### src/rtl/pps_pkg.sv
package pps_pkg;

    // Kind of column move taken by the ramp controller in one cycle.
    // The on-set is the index range [lo, hi).
    typedef enum logic [2:0] {
        STEP_NONE   = 3'd0,
        STEP_HI_INC = 3'd1,  // forward power-up: next column above comes on
        STEP_LO_INC = 3'd2,  // forward power-down: lowest on column goes off
        STEP_HI_DEC = 3'd3,  // reversed power-up: highest on column goes off
        STEP_LO_DEC = 3'd4   // reversed power-down: column below comes back on
    } step_e;

endpackage

### src/rtl/pps_ramp_ctrl.sv
module pps_ramp_ctrl
    import pps_pkg::*;
#(
    parameter int N_COLS = 16,
    parameter int STG_W  = 8
) (
    input  logic              clk,
    input  logic              rst_n,
    input  logic              pwr_en,
    input  logic [STG_W-1:0]  stg_eff,
    output logic [N_COLS-1:0] bias_q,
    output logic [N_COLS-1:0] bias_d,
    output logic [N_COLS-1:0] wake_d,
    output logic              full_d,
    output logic              en_d
);

    localparam int CW = $clog2(N_COLS + 1);
    localparam logic [CW-1:0] LAST = CW'(N_COLS);

    typedef struct packed {
        logic              en;
        logic [CW-1:0]     lo;
        logic [CW-1:0]     hi;
        logic [STG_W-1:0]  tmr;
        logic [STG_W:0]    gap;
        logic [N_COLS-1:0] mask;
    } ctl_t;

    ctl_t          cur_q;
    ctl_t          nxt_d;
    logic          stepping;
    step_e         kind;
    logic          full_q;
    logic          empty_q;
    logic          busy;
    logic [CW-1:0] next_up;

    always_comb begin
        nxt_d    = cur_q;
        stepping = 1'b0;
        kind     = STEP_NONE;
        nxt_d.en = pwr_en;
        full_q   = (cur_q.lo == '0) && (cur_q.hi == LAST);
        empty_q  = (cur_q.lo == cur_q.hi);
        busy     = cur_q.en ? !full_q : !empty_q;

        if (pwr_en != cur_q.en) begin
            // direction change: wait one interval before the first move
            nxt_d.tmr = stg_eff - 1'b1;
        end else if (busy) begin
            if (cur_q.tmr == '0) begin
                stepping  = 1'b1;
                nxt_d.tmr = stg_eff - 1'b1;
                if (cur_q.en) begin
                    kind = (cur_q.lo != '0) ? STEP_LO_DEC : STEP_HI_INC;
                end else begin
                    kind = ((cur_q.lo == '0) && (cur_q.hi != LAST)) ? STEP_HI_DEC : STEP_LO_INC;
                end
            end else begin
                nxt_d.tmr = cur_q.tmr - 1'b1;
            end
        end

        case (kind)
            STEP_HI_INC: nxt_d.hi = cur_q.hi + 1'b1;
            STEP_HI_DEC: nxt_d.hi = cur_q.hi - 1'b1;
            STEP_LO_INC: nxt_d.lo = cur_q.lo + 1'b1;
            STEP_LO_DEC: nxt_d.lo = cur_q.lo - 1'b1;
            default: ;
        endcase

        if (nxt_d.lo == nxt_d.hi) begin
            nxt_d.lo = '0;
            nxt_d.hi = '0;
        end

        if (stepping) begin
            nxt_d.gap = {{STG_W{1'b0}}, 1'b1};
        end else if (cur_q.gap != '1) begin
            nxt_d.gap = cur_q.gap + 1'b1;
        end

        for (int i = 0; i < N_COLS; i++) begin
            nxt_d.mask[i] = (CW'(i) >= nxt_d.lo) && (CW'(i) < nxt_d.hi);
        end

        full_d  = (nxt_d.lo == '0) && (nxt_d.hi == LAST);
        next_up = (nxt_d.lo != '0) ? (nxt_d.lo - 1'b1) : nxt_d.hi;
        for (int i = 0; i < N_COLS; i++) begin
            wake_d[i] = nxt_d.en && !full_d && (CW'(i) == next_up);
        end
    end

    always_ff @(posedge clk or negedge rst_n) begin
        if (!rst_n) begin
            cur_q <= '{en: 1'b0, lo: '0, hi: '0, tmr: '0, gap: '1, mask: '0};
        end else begin
            cur_q <= nxt_d;
        end
    end

    assign bias_q = cur_q.mask;
    assign bias_d = nxt_d.mask;
    assign en_d   = nxt_d.en;

    AST_STAGGER_GAP: assert property (@(posedge clk) disable iff (!rst_n)
        stepping |-> (cur_q.gap >= {1'b0, stg_eff})) else $error("column moves closer than one interval");

    AST_CONTIGUOUS: assert property (@(posedge clk) disable iff (!rst_n)
        $countones({1'b0, bias_q} ^ {bias_q, 1'b0}) <= 2) else $error("on-set not contiguous");

endmodule

### src/rtl/pps_col_slot.sv
module pps_col_slot #(
    parameter int STG_W = 8
) (
    input  logic             clk,
    input  logic             rst_n,
    input  logic [STG_W-1:0] stg_eff,
    input  logic             deep_en,
    input  logic             bias_q,
    input  logic             bias_d,
    input  logic             wake_d,
    output logic             off_q
);

    typedef struct packed {
        logic [STG_W-1:0] age;
        logic             off;
    } slot_t;

    slot_t cur_q;
    slot_t nxt_d;

    always_comb begin
        nxt_d = cur_q;
        if (bias_d || wake_d || bias_q) begin
            nxt_d.age = '0;
        end else if (cur_q.age < stg_eff) begin
            nxt_d.age = cur_q.age + 1'b1;
        end
        nxt_d.off = deep_en && !bias_d && !wake_d && (nxt_d.age >= stg_eff);
    end

    always_ff @(posedge clk or negedge rst_n) begin
        if (!rst_n) begin
            cur_q <= '{age: '0, off: 1'b0};
        end else begin
            cur_q <= nxt_d;
        end
    end

    assign off_q = cur_q.off;

    AST_CUT_ONLY_AT_LOW_BIAS: assert property (@(posedge clk) disable iff (!rst_n)
        off_q |-> !bias_q) else $error("supply cut while at nominal bias");

    AST_SUPPLY_BEFORE_BIAS: assert property (@(posedge clk) disable iff (!rst_n)
        $rose(bias_q) |-> !$past(off_q)) else $error("bias returned before supply");

endmodule

### src/rtl/pps_settle.sv
module pps_settle #(
    parameter int SET_W = 8
) (
    input  logic             clk,
    input  logic             rst_n,
    input  logic [SET_W-1:0] settle_cfg,
    input  logic             full_d,
    input  logic             en_d,
    output logic             all_on_q
);

    typedef struct packed {
        logic [SET_W-1:0] cnt;
        logic             full;
        logic             on;
    } settle_t;

    settle_t cur_q;
    settle_t nxt_d;

    always_comb begin
        nxt_d      = cur_q;
        nxt_d.full = full_d && en_d;
        if (!nxt_d.full || !cur_q.full) begin
            nxt_d.cnt = '0;
        end else if (cur_q.cnt < settle_cfg) begin
            nxt_d.cnt = cur_q.cnt + 1'b1;
        end
        nxt_d.on = nxt_d.full && (nxt_d.cnt >= settle_cfg);
    end

    always_ff @(posedge clk or negedge rst_n) begin
        if (!rst_n) begin
            cur_q <= '{cnt: '0, full: 1'b0, on: 1'b0};
        end else begin
            cur_q <= nxt_d;
        end
    end

    assign all_on_q = cur_q.on;

endmodule

### src/rtl/col_power_seq.sv
module col_power_seq #(
    parameter int N_COLS = 16,
    parameter int STG_W  = 8,
    parameter int SET_W  = 8
) (
    input  logic              clk,
    input  logic              rst_n,
    input  logic              pwr_en,
    input  logic [STG_W-1:0]  stagger_cfg,
    input  logic [SET_W-1:0]  settle_cfg,
    input  logic              deep_off_en,
    output logic [N_COLS-1:0] col_bias_nom,
    output logic [N_COLS-1:0] col_analog_off,
    output logic              all_on
);

    logic [STG_W-1:0]  stg_eff;
    logic [N_COLS-1:0] bias_q;
    logic [N_COLS-1:0] bias_d;
    logic [N_COLS-1:0] wake_d;
    logic              full_d;
    logic              en_d;

    assign stg_eff = (stagger_cfg == '0) ? {{(STG_W-1){1'b0}}, 1'b1} : stagger_cfg;

    pps_ramp_ctrl #(.N_COLS(N_COLS), .STG_W(STG_W)) u_ramp (
        .clk     (clk),
        .rst_n   (rst_n),
        .pwr_en  (pwr_en),
        .stg_eff (stg_eff),
        .bias_q  (bias_q),
        .bias_d  (bias_d),
        .wake_d  (wake_d),
        .full_d  (full_d),
        .en_d    (en_d)
    );

    for (genvar g = 0; g < N_COLS; g++) begin : g_col
        pps_col_slot #(.STG_W(STG_W)) u_slot (
            .clk     (clk),
            .rst_n   (rst_n),
            .stg_eff (stg_eff),
            .deep_en (deep_off_en),
            .bias_q  (bias_q[g]),
            .bias_d  (bias_d[g]),
            .wake_d  (wake_d[g]),
            .off_q   (col_analog_off[g])
        );
    end

    pps_settle #(.SET_W(SET_W)) u_settle (
        .clk        (clk),
        .rst_n      (rst_n),
        .settle_cfg (settle_cfg),
        .full_d     (full_d),
        .en_d       (en_d),
        .all_on_q   (all_on)
    );

    assign col_bias_nom = bias_q;

    AST_ONE_COLUMN_MOVES: assert property (@(posedge clk) disable iff (!rst_n)
        $countones(col_bias_nom ^ $past(col_bias_nom)) <= 1) else $error("several columns moved");

    AST_READY_NEEDS_ALL: assert property (@(posedge clk) disable iff (!rst_n)
        all_on |-> (&col_bias_nom)) else $error("ready flag with a column down");

endmodule

### config.mk
export PLATFORM = sky130hd
export DESIGN_NAME = col_power_seq
export DESIGN_NICKNAME = d
export VERILOG_FILES = /design/src/rtl/pps_pkg.sv /design/src/rtl/pps_ramp_ctrl.sv /design/src/rtl/pps_col_slot.sv /design/src/rtl/pps_settle.sv /design/src/rtl/col_power_seq.sv
export SDC_FILE = /design/constraint.sdc
export NUM_CORES = 1
export LEC_CHECK = 0
export BUFFER_PORTS_ARGS = -buffer_cell sky130_fd_sc_hd__buf_4
export CAP_MARGIN = 20
export CORE_UTILIZATION = 64
export CTS_CLUSTER_SIZE = 10
export DETAILED_ROUTE_END_ITERATION = 12
export HOLD_SLACK_MARGIN = 0.02
export PLACE_DENSITY = 0.82
export SKIP_LAST_GASP = 1
export SYNTH_ARGS = -nofsm -noshare
export SYNTH_HDL_FRONTEND = slang
export SYNTH_SLANG_ARGS = --single-unit
export TNS_END_PERCENT = 50
### constraint.sdc
create_clock -name clk -period 9.3 [get_ports clk]
set_input_delay 1.395 -clock clk [delete_from_list [all_inputs] [get_ports clk]]
set_output_delay 1.395 -clock clk [all_outputs]
set_load 0.01 [all_outputs]
; ---- After elaboration in Yosys (flattened, before gate mapping)
; Cells that the tools add are included.
[totals]
rom_bits = 0
n_memories = 0
output_inout_bits = 33
latchBits = 0
wordCells = 368
inputBits = 20
mem_bits_rw = 0
ff_bits = 189
[classes]
n_reduce_logical = 164
eq_ne = 25
mul = 0
n_shift = 0
bitwise_logic = 0
div = 0
order_cmp = 66
add_sub_neg = 24
n_mux = 49
[ops]
columns = op, count
row1 = $mux 8, 38
row2 = $add 8x1->8 const B, 17
row3 = $ge 8x8->1, 17
row4 = $lt 8x8->1, 17
row5 = $logic_and 1x1->1, 86
row6 = $eq 4x5->1 const A, 8
row7 = $ge 4x5->1 const A, 8
row8 = $lt 4x5->1 const A, 8
row9 = $logic_not 1->1, 37
row10 = $logic_or 1x1->1, 33
row11 = $eq 3x5->1 const A, 4
row12 = $ge 3x5->1 const A, 4
row13 = $lt 3x5->1 const A, 4
row14 = $pmux 5 s2, 2
row15 = $logic_not 8->1, 2
row16 = $sub 8x1->8 const B, 2
row17 = $logic_not 5->1, 3
row18 = $mux 3, 5
row19 = $sub 5x1->5 const B, 3
row20 = $add 5x1->5 const B, 2
row21 = $eq 2x5->1 const A, 2
row22 = $eq 5x5->1, 2
row23 = $eq 5x5->1 const B, 2
row24 = $ge 1x5->1 const A, 2
row25 = 14 further kinds, 20

; ---- Logic depth before layout (Yosys ltp)
; Gate-level depths: netlist (run 1).
[depth]
word_depth = 21
depth_mapped = 40

; ---- Cells and area by module
; A second synthesis (run 1) with hierarchy kept.
[unflattened]
cells_unflattened = 1983
area_unflattened_um2 = 17581.9
[modules_own_cells]
columns = mod, area_per_inst_um2, instances, cells_per_inst
row1 = pps_col_slot, 847.1, 16, 95
row2 = pps_ramp_ctrl, 3124.2, 1, 359
row3 = pps_settle, 853.3, 1, 94
row4 = col_power_seq, 51.3, 1, 10

; ---- Worst setup path after synthesis (run 1)
; Ideal clock, no wire load.
[synth_timing]
path_type = input-to-reg
from = in pwr_en
to = reg g_col[6].u_slot.cur_q, in the netlist g_col[6].u_slot.off_q
n_path_buf = 4
cell_stages = 36
setup_slack_ps = 846
required_ps = 9157
arrival_ps = 8310
path_cell_list = nor2_1 -> o31ai_1 -> a211oi_1 -> and3_1 -> ha_1 -> a21o_1 -> a21oi_1 -> xor2_1 -> nor3_2 -> xor3_1 -> or3b_4 -> nor4_4 -> buf_6 -> buf_2 -> or2_2 -> ha_1 -> clkbuf_1 -> inv_1 -> o311a_1 -> a211o_1 -> a2bb2o_1 -> buf_2 -> o31ai_2 -> or3_1 -> ha_1 -> nand2b_1 -> a21o_1 -> a21o_1 -> a21oi_1 -> nor2b_1 -> o21ai_0 -> nand2b_1 -> a21oi_1 -> nor2b_1 -> o21ai_0 -> nor2_1
[synth_lines]
columns = item, line_no
row1 = from (decl), col_power_seq.sv:8  ; input logic pwr_en,
row2 = to (signal assigned), pps_col_slot.sv:34  ; cur_q <= '{age: '0, off: 1'b0};
row3 = to (signal assigned), pps_col_slot.sv:36  ; cur_q <= nxt_d;
row4 = to (decl), pps_col_slot.sv:19  ; slot_t cur_q;

==> impl_metrics.csv, run 1 <==
group,metric,value,unit
worst_setup_path,cp_max_fo,10,
placed_design,place_area,16380,um^2
floorplan,core,24250,um^2
logic_synthesis,synth-edff-count,0,
timing,fin_crit_sh,90.34,%
min_path,hp-start,"u_ramp.cur_q[25]$_DFFE_PN0P_",
route,post_drt_via_cell_ratio,6.238,
min_path,min_path_type,"reg -> reg",
timing,max_freq,0.1190,GHz
worst_setup_path,start_kind,"flop",
cts,ctsRootBufferMaster,"clkbuf_16",
global_routing,grt_use_total,32.34,%
cts,clk_latency,440,ps
min_path,holdPathStages,1,
cells_and_area,post-route-cell-area,17020,um^2
cells_and_area,area_growth,7.891,%
timing,slew_headroom,26.72,%
cells_and_area,layout_common_cells,"ha_1 (284), dfrtp_1 (189), nor3_1 (145)",
logic_synthesis,avgSynthCellArea,9.538,um^2
timing,finalWorstSetupSlack,898.4,ps
power_and_ir_drop,finalPower,4.588,mW
cts,clk_pin_slew,70,ps
cts,cts_resized,0,
timing,min_period,8402,ps
flow_run,maxCapViolCount,0,
timing,finalHoldWorstSlack,539.3,ps
timing,skew,11.98,ps
global_routing,first_global_vias,12760,
cells_and_area,regArea,4730,um^2
route,wl_per_cell,19.44,um
route,firstDrtPassIters,7,
power_and_ir_drop,ir_worst_vdd,173.1,uV
placed_design,dp_hpwl,27020,um
power_and_ir_drop,switching_share,41.29,%
logic_synthesis,synth_top_area_share,29.98,%
logic_synthesis,syn_nets,1960,
placed_design,dpl_worst_slack,746.4,ps
logic_synthesis,synth_top_cell_by_area,"dfrtp_1",
min_path,min_to,"u_ramp.cur_q[25]$_DFFE_PN0P_",
logic_synthesis,synth_ff_type,"dfrtp_1",
timing,rsz0062_at_grt,"no",
cts,postCtsHoldBufs,0,
power_and_ir_drop,power_leakage,8.351,nW
logic_synthesis,synthTopCellsByArea,"dfrtp_1 (30%), ha_1 (23%), nor3_1 (4.6%)",
floorplan,die-area,25280,um^2
worst_setup_path,timing.rr.start,"u_ramp.cur_q[25]$_DFFE_PN0P_",
timing,finalSetupViolations,0,
global_routing,antenna_found_initial,0,
cells_and_area,fin_cells,2021,
power_and_ir_drop,clkPwrFrac,16.7,%
logic_synthesis,yosysWarnings,0,
worst_setup_path,r2r_cells,34,
worst_setup_path,endpoint_kind,"flop",
global_routing,grt_max_degree,110,
cts,cts_max_path_buffers,2,
route,drc,0,
power_and_ir_drop,power.switching,1.894,mW
floorplan,die_w,159.0,um
cells_and_area,n_antenna_cell,0,
worst_setup_path,slowest_delay,780,ps
status,outcome,"completed",
logic_synthesis,ys_seq_elements,189,
global_routing,gr-total-overflow,0,
power_and_ir_drop,seqPwrFrac,32.0,%
route,wirelength,39290,um
logic_synthesis,synth_seq_area_share,29.98,%
cells_and_area,final_nets,1991,
cts,clock_sinks,189,
floorplan,num_io_pins,53,
cts,cts_max_level,4,
worst_setup_path,cp.required,9590,ps
power_and_ir_drop,p_int,2.694,mW
floorplan,rows,57,
timing,slew_viol_final,0,
cts,cts_buffers,17,
logic_synthesis,async_flop_share,100.0,%
placed_design,dp_cells,1988,
cells_and_area,final_util,70.20,%
placed_design,gp_congestion,0.8978,
floorplan,die_h,159.0,um
worst_setup_path,cp.arrival,8690,ps
timing,worstMarginPinSlew,1098,ps
cts,post-cts-setup-buffers,0,
cts,cts_tree,"built",
floorplan,initial_utilization,65.06,%
worst_setup_path,path_class,"reg -> reg",
logic_synthesis,syn_inst,1654,
route,drtAntennaViolNets,0,
cells_and_area,drive_gt1_share,8.898,%
timing,finalSetupTns,0,ps
worst_setup_path,rrSetupSlack,900,ps
cells_and_area,multiInputGateArea,10480,um^2
cells_and_area,layout_commonest_cell,"ha_1",
power_and_ir_drop,pwr-share-comb,51.3,%
power_and_ir_drop,p_per_area,269.5,nW/um^2
timing,hold_viol_final,0,
route,vias,12610,
worst_setup_path,crit_path_top_delay_cell,"o31ai_2",
logic_synthesis,synth_cell_types,84,
route,first_iter_violations,956,
worst_setup_path,worstReg2RegEnd,"g_col[2].u_slot.off_q$_DFF_PN0_",
placed_design,port_buffers,52,
logic_synthesis,synthesis.area,15780,um^2
cells_and_area,nFillCells,1820,
global_routing,grt_pass1_wl,65520,um
-- metal layers --
layer	vias up	global-route usage, %	wire [um]
li1	6096	-	-
met1	6099	43.92	17690
met2	355	53.67	18700
met3	56	4.767	1956
met4	0	9.528	943
met5	-	0	0
-- critical path: cells and delay by family (launching register included) --
family                   cells  cell delay, ps
flip-flops                   1             410
buffers and inverters        2             230
AO/OA/AOI/OAI               14            3470
AND/OR/NAND/NOR             11            2720
XOR/XNOR                     2             360
adder cells (fa/ha/maj)      4             910
multiplexers                 1             120
-- logic make-up (layout without fill, tap and decap cells) --
logic type	Yosys count	after routing	share of synthesized area (%)
AO/OA/AOI/OAI	336	336	14.62
XOR/XNOR	140	140	7.867
adder cells (fa/ha/maj)	286	286	22.78
buffers and inverters	111	154	3.577
flip-flops	189	189	29.98
multiplexers	28	28	1.808
AND/OR/NAND/NOR	564	564	19.38
-- cells in the mapped netlist, types with 6 or more instances --
library cell	number
nor3_1	145
a2111oi_0	13
ha_1	284
nand3_1	37
inv_1	39
buf_1	16
clkbuf_1	11
nand2_1	61
nor2b_1	51
nor4_1	11
a21o_1	50
xor2_1	68
a21oi_1	90
and3_1	11
o21ai_0	85
mux2i_1	24
xnor2_1	71
nand4_1	32
buf_4	32
nand2b_1	65
a41o_1	6
or3_1	22
nor2_1	87
buf_2	10
dfrtp_1	189
o21a_1	33
nor3b_1	7
-- power by group through the flow --
stage	Combinational (mW)	Clock, mW	Sequential [mW]
finish	2.35	0.768	1.47
CTS	2.35	0.777	1.46
detailed placement	2.30	0	1.47
global placement	2.16	0	1.45
global route	2.73	0.811	1.51
floorplan	1.85	0	1.38
-- flip-flops by register name (all words and copies together) (netlist names) --
signal and cells:
g_col.u_slot.cur_q 128, g_col.u_slot.off_q 16, u_ramp.bias_q 16, u_ramp.cur_q 19, u_settle.all_on_q 1, u_settle.cur_q 9
-- final cells by class --
class,count,area share (%)
inverter,40,0.8821
timing repair buffer,83,3.800
multi-input combinational,1354,61.59
clock buffer,19,2.602
sequential,189,27.79
clock inverter,12,0.9630
tap,324,2.382
-- how the worst max path moves through the flow --
stage                                 start                              end  slack (ps)  depth (start not counted)
2_1_floorplan                        pwr_en  g_col[6].u_slot.off_q$_DFF_PN0_         850                         36
3_3_place_gp                         pwr_en  g_col[5].u_slot.off_q$_DFF_PN0_        1010                         33
3_5_place_dp                         pwr_en  g_col[2].u_slot.off_q$_DFF_PN0_         750                         33
4_1_cts        u_ramp.cur_q[25]$_DFFE_PN0P_  g_col[2].u_slot.off_q$_DFF_PN0_         930                         34
5_1_grt        u_ramp.cur_q[25]$_DFFE_PN0P_  g_col[2].u_slot.off_q$_DFF_PN0_         290                         34
6_report       u_ramp.cur_q[25]$_DFFE_PN0P_  g_col[2].u_slot.off_q$_DFF_PN0_         900                         34
Note: power is estimated with default switching activity, not from simulation.
==> run 2: changes to the inputs <==
--- a/config.mk
+++ b/config.mk
@@ -11,7 +11,7 @@
 export CTS_CLUSTER_SIZE = 10
 export DETAILED_ROUTE_END_ITERATION = 12
 export HOLD_SLACK_MARGIN = 0.02
-export PLACE_DENSITY = 0.82
+export PLACE_DENSITY_LB_ADDON = 0.2
 export SKIP_LAST_GASP = 1
 export SYNTH_ARGS = -nofsm -noshare
 export SYNTH_HDL_FRONTEND = slang
==> run 2 against run 1 <==
Sequential share of layout area increased by 0.068 points. Register-to-register slack lost 320 ps. Sequential power hardly changed. Hold slack worse by 0.66 ps. Largest cell class unchanged. Non-clock buffer count fell by 3. Global-route usage fell by 1.2 points. Clock skew increased by 1.9 ps. Fmax decreased by 3.7%. Combinational power hardly changed.
==> impl_metrics.csv, run 2 (synthesis gave the netlist of run 1 again) <==
group,metric,value,unit
status,outcome,"completed",
cts,postCtsHoldBufs,0,
timing,rsz0062_at_grt,"yes",
worst_setup_path,worstSetupEndpoint,"g_col[1].u_slot.off_q$_DFF_PN0_",
route,firstDrtPassIters,6,
timing,slew_headroom,21.69,%
worst_setup_path,cp.required,9600,ps
route,post_drt_via_cell_ratio,6.256,
power_and_ir_drop,switching_share,41.33,%
power_and_ir_drop,ir_worst_vdd,135.3,uV
worst_setup_path,cp_max_fo,11,
floorplan,die-area,25280,um^2
placed_design,dp_cells,1982,
worst_setup_path,cpLargestDelayFamily,"simple AND/OR/NAND/NOR gates",
route,wl_per_cell,18.98,um
global_routing,antenna_found_initial,0,
cells_and_area,top_regs,"g_col.u_slot.cur_q x128, u_ramp.cur_q x19",
worst_setup_path,rrSetupSlack,580,ps
cells_and_area,drive_gt1_share,8.791,%
power_and_ir_drop,clkPwrFrac,16.6,%
timing,worstMarginPinSlew,1173,ps
cells_and_area,layout_commonest_cell,"ha_1",
power_and_ir_drop,pwr-share-comb,51.2,%
worst_setup_path,start_kind,"flop",
power_and_ir_drop,p_per_area,266.7,nW/um^2
worst_setup_path,path_class,"reg -> reg",
cts,cts_tree,"built",
timing,hold_viol_final,0,
global_routing,first_global_vias,12590,
floorplan,initial_utilization,65.06,%
timing,max_freq,0.1146,GHz
timing,min_period,8722,ps
worst_setup_path,r2r_cells,29,
worst_setup_path,slowest_delay,770,ps
worst_setup_path,crit_start,"u_ramp.cur_q[25]$_DFFE_PN0P_",
power_and_ir_drop,p_int,2.657,mW
power_and_ir_drop,power_leakage,8.340,nW
cts,cts_max_level,4,
cells_and_area,fin_cells,2019,
cells_and_area,regMostFlops,"g_col.u_slot.cur_q",
global_routing,grt_use_total,31.19,%
global_routing,grt_pass1_wl,63610,um
timing,finalHoldWorstSlack,538.6,ps
cells_and_area,area_growth,7.629,%
power_and_ir_drop,seqPwrFrac,32.2,%
route,drtAntennaViolNets,0,
power_and_ir_drop,power.switching,1.872,mW
cts,clk_pin_slew,70,ps
cells_and_area,final_nets,1988,
worst_setup_path,path_depth,29,
worst_setup_path,worstReg2RegEnd,"g_col[1].u_slot.off_q$_DFF_PN0_",
route,wirelength,38320,um
cts,ctsRootBufferMaster,"clkbuf_16",
cells_and_area,layout_common_cells,"ha_1 (284), dfrtp_1 (189), nor3_1 (145)",
floorplan,die_w,159.0,um
cells_and_area,post-route-cell-area,16980,um^2
worst_setup_path,timing.rr.start,"u_ramp.cur_q[25]$_DFFE_PN0P_",
worst_setup_path,cp.arrival,9020,ps
worst_setup_path,endpoint_kind,"flop",
timing,slew_viol_final,0,
route,drc,0,
placed_design,dp_hpwl,25770,um
cells_and_area,n_antenna_cell,0,
worst_setup_path,crit_buf_inv,2,
flow_run,maxCapViolCount,0,
min_path,min_path_type,"reg -> reg",
route,first_iter_violations,959,
timing,fin_crit_sh,93.79,%
cts,cts_max_path_buffers,2,
timing,finalSetupViolations,0,
floorplan,die_h,159.0,um
cts,clock_sinks,189,
floorplan,num_io_pins,53,
global_routing,gr-total-overflow,0,
timing,skew,13.85,ps
floorplan,rows,57,
cts,cts_buffers,17,
placed_design,place_area,16340,um^2
floorplan,core,24250,um^2
cells_and_area,largest_reg_flops,128,
route,vias,12630,
worst_setup_path,crit_path_top_delay_cell,"a22o_1",
global_routing,grt_max_degree,113,
placed_design,gp_congestion,0.9573,
cts,clk_latency,440,ps
placed_design,port_buffers,52,
## run 2: what timing repair did
action                     CTS  global route
setup endpoints to repair    0             6
hold endpoints to repair     0             0
setup buffers                0             4
gates resized for setup      0             1
## run 2: routing by layer
layer | GRT usage (%) | routed length, um | vias to the layer above
met5 | 0 | 0 | -
met4 | 10.31 | 1013 | 0
met3 | 4.923 | 1839 | 67
met2 | 51.73 | 18120 | 327
met1 | 41.69 | 17350 | 6145
li1 | - | - | 6092
## run 2: worst register-to-register path, delay by kind of cell, from the launching register on
family / cells / cell delay [ps]
AND/OR/NAND/NOR: 12 / 3500
AO/OA/AOI/OAI: 9 / 2500
multiplexers: 1 / 420
flip-flops: 1 / 410
adder cells (fa/ha/maj): 4 / 1370
buffers and inverters: 2 / 170
XOR/XNOR: 1 / 220
## run 2: area by class of cell
type	count	area, um^2
multi-input cells	1354	10480
repair buffers	80	626.9
clock buffers	19	432.9
well taps	324	405.4
fillers	1901	7268
inverters	40	150.1
clock inverters	13	151.4
flip-flops and latches	189	4730
## run 2: per-stage QoR
stage	TNS [ps]	power [mW]	util (%)	worst slack (ps)
6_report	0	4.529	70.03	577.5
5_1_grt	-127.4	4.994	70.03	-78.62
4_1_cts	0	4.536	69.78	514.8
3_5_place_dp	0	3.745	67.37	287.3
3_3_place_gp	0	3.615	67.37	596.3
2_1_floorplan	0	3.231	-	846.5
## run 2: worst min-delay path by stage
stage	start	end	slack [ps]	depth (start not counted)
floorplan	u_ramp.cur_q[25]$_DFFE_PN0P_	u_ramp.cur_q[25]$_DFFE_PN0P_	470	1
global placement	u_ramp.cur_q[25]$_DFFE_PN0P_	u_ramp.cur_q[25]$_DFFE_PN0P_	510	1
detailed placement	u_ramp.cur_q[25]$_DFFE_PN0P_	u_ramp.cur_q[25]$_DFFE_PN0P_	520	1
CTS	u_ramp.cur_q[25]$_DFFE_PN0P_	u_ramp.cur_q[25]$_DFFE_PN0P_	530	1
global route	u_ramp.cur_q[29]$_DFFE_PN0P_	u_ramp.cur_q[29]$_DFFE_PN0P_	570	1
finish	u_ramp.cur_q[25]$_DFFE_PN0P_	u_ramp.cur_q[25]$_DFFE_PN0P_	540	1
## run 2: power by group through the flow
stage / logic [mW] / registers (mW) / clock network (mW)
after detailed placement: 2.28 / 1.46 / 0
after floorplan: 1.85 / 1.38 / 0
after global routing: 2.70 / 1.50 / 0.792
final: 2.32 / 1.46 / 0.753
after global placement: 2.16 / 1.45 / 0
after CTS: 2.32 / 1.45 / 0.761
==> run 3: changes to the inputs <==
--- a/config.mk
+++ b/config.mk
@@ -5,11 +5,11 @@
 export SDC_FILE = /design/constraint.sdc
 export NUM_CORES = 1
 export LEC_CHECK = 0
-export BUFFER_PORTS_ARGS = -buffer_cell sky130_fd_sc_hd__buf_4
 export CAP_MARGIN = 20
-export CORE_UTILIZATION = 64
+export CORE_UTILIZATION = 65
 export CTS_CLUSTER_SIZE = 10
 export DETAILED_ROUTE_END_ITERATION = 12
+export DONT_BUFFER_PORTS = 1
 export HOLD_SLACK_MARGIN = 0.02
 export PLACE_DENSITY_LB_ADDON = 0.2
 export SKIP_LAST_GASP = 1
==> constraint.sdc (replaced) <==
create_clock -name clk -period 9.6 [get_ports clk]
set_input_delay 1.44 -clock clk [delete_from_list [all_inputs] [get_ports clk]]
set_output_delay 1.44 -clock clk [all_outputs]
set_load 0.01 [all_outputs]
==> run 3 against run 2 <==
Sequential share of layout area grew 0.85 points. Count of clock-buffer cells in the layout shrank 1. Utilization shrank 0.25 points. Total power shrank 5.1%. Non-clock buffer count shrank 59. Die area shrank 1.5%. Fmax shrank 1.6%. Critical endpoint is now g_col[7].u_slot.off_q$_DFF_PN0_. Highest routed layer unchanged.
==> impl_metrics.csv, run 3 (synthesis gave the netlist of run 1 again) <==
group,metric,value,unit
status,outcome,"completed",
cts,cts_tree,"built",
cells_and_area,fin_cells,1955,
global_routing,gr-total-overflow,0,
cts,clock_sinks,189,
global_routing,antenna_found_initial,0,
worst_setup_path,start_kind,"flop",
timing,max_freq,0.1128,GHz
worst_setup_path,crit_path_top_delay_cell,"or4_1",
power_and_ir_drop,ir_worst_vdd,129.7,uV
placed_design,place_area,15910,um^2
cells_and_area,regMostFlops,"g_col.u_slot.cur_q",
route,vias,12220,
flow_run,maxCapViolCount,0,
cells_and_area,top_regs,"g_col.u_slot.cur_q x128, u_ramp.cur_q x19",
cts,clk_latency,440,ps
power_and_ir_drop,switching_share,41.93,%
global_routing,grt_max_degree,190,
cells_and_area,n_antenna_cell,0,
route,post_drt_via_cell_ratio,6.252,
cts,ctsRootBufferMaster,"clkbuf_16",
timing,worstMarginPinSlew,1044,ps
power_and_ir_drop,power.switching,1.801,mW
placed_design,dp_cells,1922,
cts,clk_pin_slew,70,ps
power_and_ir_drop,clkPwrFrac,16.0,%
power_and_ir_drop,p_int,2.495,mW
floorplan,num_io_pins,53,
worst_setup_path,rrSetupSlack,730,ps
worst_setup_path,slowest_delay,630,ps
cells_and_area,layout_common_cells,"ha_1 (284), dfrtp_1 (189), nor3_1 (145)",
worst_setup_path,cp.arrival,9150,ps
worst_setup_path,cp.required,9890,ps
route,drtAntennaViolNets,0,
cells_and_area,multiInputGateArea,10480,um^2
global_routing,grt_use_total,32.08,%
timing,rsz0062_at_grt,"no",
cts,cts_resized,0,
floorplan,rows,56,
placed_design,dpl_worst_slack,720.6,ps
power_and_ir_drop,seqPwrFrac,33.2,%
worst_setup_path,path_common_cell,"ha_1",
placed_design,port_buffers,0,
route,drc,0,
timing,finalHoldWorstSlack,528.2,ps
cells_and_area,drive_gt1_share,5.501,%
worst_setup_path,cp_max_fo,11,
route,wirelength,37530,um
global_routing,first_global_vias,12400,
timing,slew_headroom,30.34,%
cts,cts_buffers,17,
worst_setup_path,r2r_cells,34,
timing,min_period,8866,ps
global_routing,grt_pass1_wl,62400,um
worst_setup_path,path_class,"reg -> reg",
cts,post-cts-setup-buffers,0,
cells_and_area,largest_reg_flops,128,
floorplan,die_w,157.8,um
timing,finalWorstSetupSlack,734.0,ps
cts,cts_max_level,4,
cts,postCtsHoldBufs,0,
worst_setup_path,worstReg2RegEnd,"g_col[7].u_slot.off_q$_DFF_PN0_",
power_and_ir_drop,finalPower,4.297,mW
floorplan,die_h,157.8,um
route,wl_per_cell,19.19,um
placed_design,dp_hpwl,25170,um
cts,cts_max_path_buffers,2,
power_and_ir_drop,p_per_area,260.8,nW/um^2
timing,hold_viol_final,0,
worst_setup_path,worstSetupEndpoint,"g_col[7].u_slot.off_q$_DFF_PN0_",
timing,fin_crit_sh,92.35,%
cells_and_area,nFillCells,1850,
worst_setup_path,timing.rr.start,"u_ramp.cur_q[25]$_DFFE_PN0P_",
power_and_ir_drop,power_leakage,8.012,nW
cells_and_area,final_nets,1929,
cells_and_area,regArea,4730,um^2
timing,slew_viol_final,0,
route,first_iter_violations,852,
timing,finalSetupViolations,0,
cells_and_area,layout_commonest_cell,"ha_1",
timing,finalSetupTns,0,ps
timing,skew,14.04,ps
placed_design,gp_congestion,0.9160,
route,firstDrtPassIters,6,
min_path,min_path_type,"reg -> reg",
power_and_ir_drop,pwr-share-comb,50.8,%
worst_setup_path,endpoint_kind,"flop",
floorplan,die-area,24900,um^2
floorplan,initial_utilization,66.81,%
floorplan,core,23610,um^2
worst_setup_path,crit_start,"u_ramp.cur_q[25]$_DFFE_PN0P_",
cells_and_area,final_util,69.78,%
cells_and_area,area_growth,4.433,%
cells_and_area,post-route-cell-area,16480,um^2
run 3: changes by cell type in the layout (fill, tap and decap cells not counted), sizes merged:
cell,previous run,this run
clkinv,5,10
bufinv,2,0
clkbuf,20,19
clkinvlp,3,1
buf,79,20
run 3: power groups by stage:
stage	clock, mW	combinational (mW)	sequential [mW]
global route	0.732	2.55	1.47
detailed placement	0	2.15	1.43
finish	0.688	2.18	1.43
CTS	0.699	2.19	1.42
floorplan	0	1.79	1.34
global placement	0	2.03	1.42
run 3: metal layers:
metal | vias to the layer above | global-route usage (%) | share of wire (%)
li1 | 5969 | - | -
met1 | 5911 | 42.80 | 46
met2 | 285 | 53.43 | 47
met3 | 57 | 4.626 | 4.9
met4 | 0 | 10.36 | 2.6
met5 | - | 0 | 0
run 3: area by class of cell:
cell class | instances | area share, %
repair buffers | 21 | 0.9569
clock buffers | 18 | 2.605
well taps | 319 | 2.423
clock inverters | 14 | 0.7746
multi-input cells | 1354 | 63.62
inverters | 40 | 0.9113
flip-flops and latches | 189 | 28.71
run 3: worst max-delay path: cells and delay by family, from the launching register on:
kind / cells / cell delay, ps
compound gates: 14 / 3770
buf+inv: 3 / 360
mux: 1 / 100
fa+ha+maj: 4 / 1090
simple gates: 10 / 2630
flops: 1 / 410
xor+xnor: 2 / 350
run 3: worst min path at each step:
stage                                             from                      endpoint  slack [ps]  cells past startpoint
final                     u_ramp.cur_q[25]$_DFFE_PN0P_  u_ramp.cur_q[25]$_DFFE_PN0P_         530                      1
after floorplan           u_ramp.cur_q[25]$_DFFE_PN0P_  u_ramp.cur_q[25]$_DFFE_PN0P_         470                      1
after global placement    u_ramp.cur_q[25]$_DFFE_PN0P_  u_ramp.cur_q[25]$_DFFE_PN0P_         500                      1
after CTS                 u_ramp.cur_q[25]$_DFFE_PN0P_  u_ramp.cur_q[25]$_DFFE_PN0P_         530                      1
after detailed placement  u_ramp.cur_q[25]$_DFFE_PN0P_  u_ramp.cur_q[25]$_DFFE_PN0P_         520                      1
after global routing      u_ramp.cur_q[25]$_DFFE_PN0P_  u_ramp.cur_q[25]$_DFFE_PN0P_         550                      1
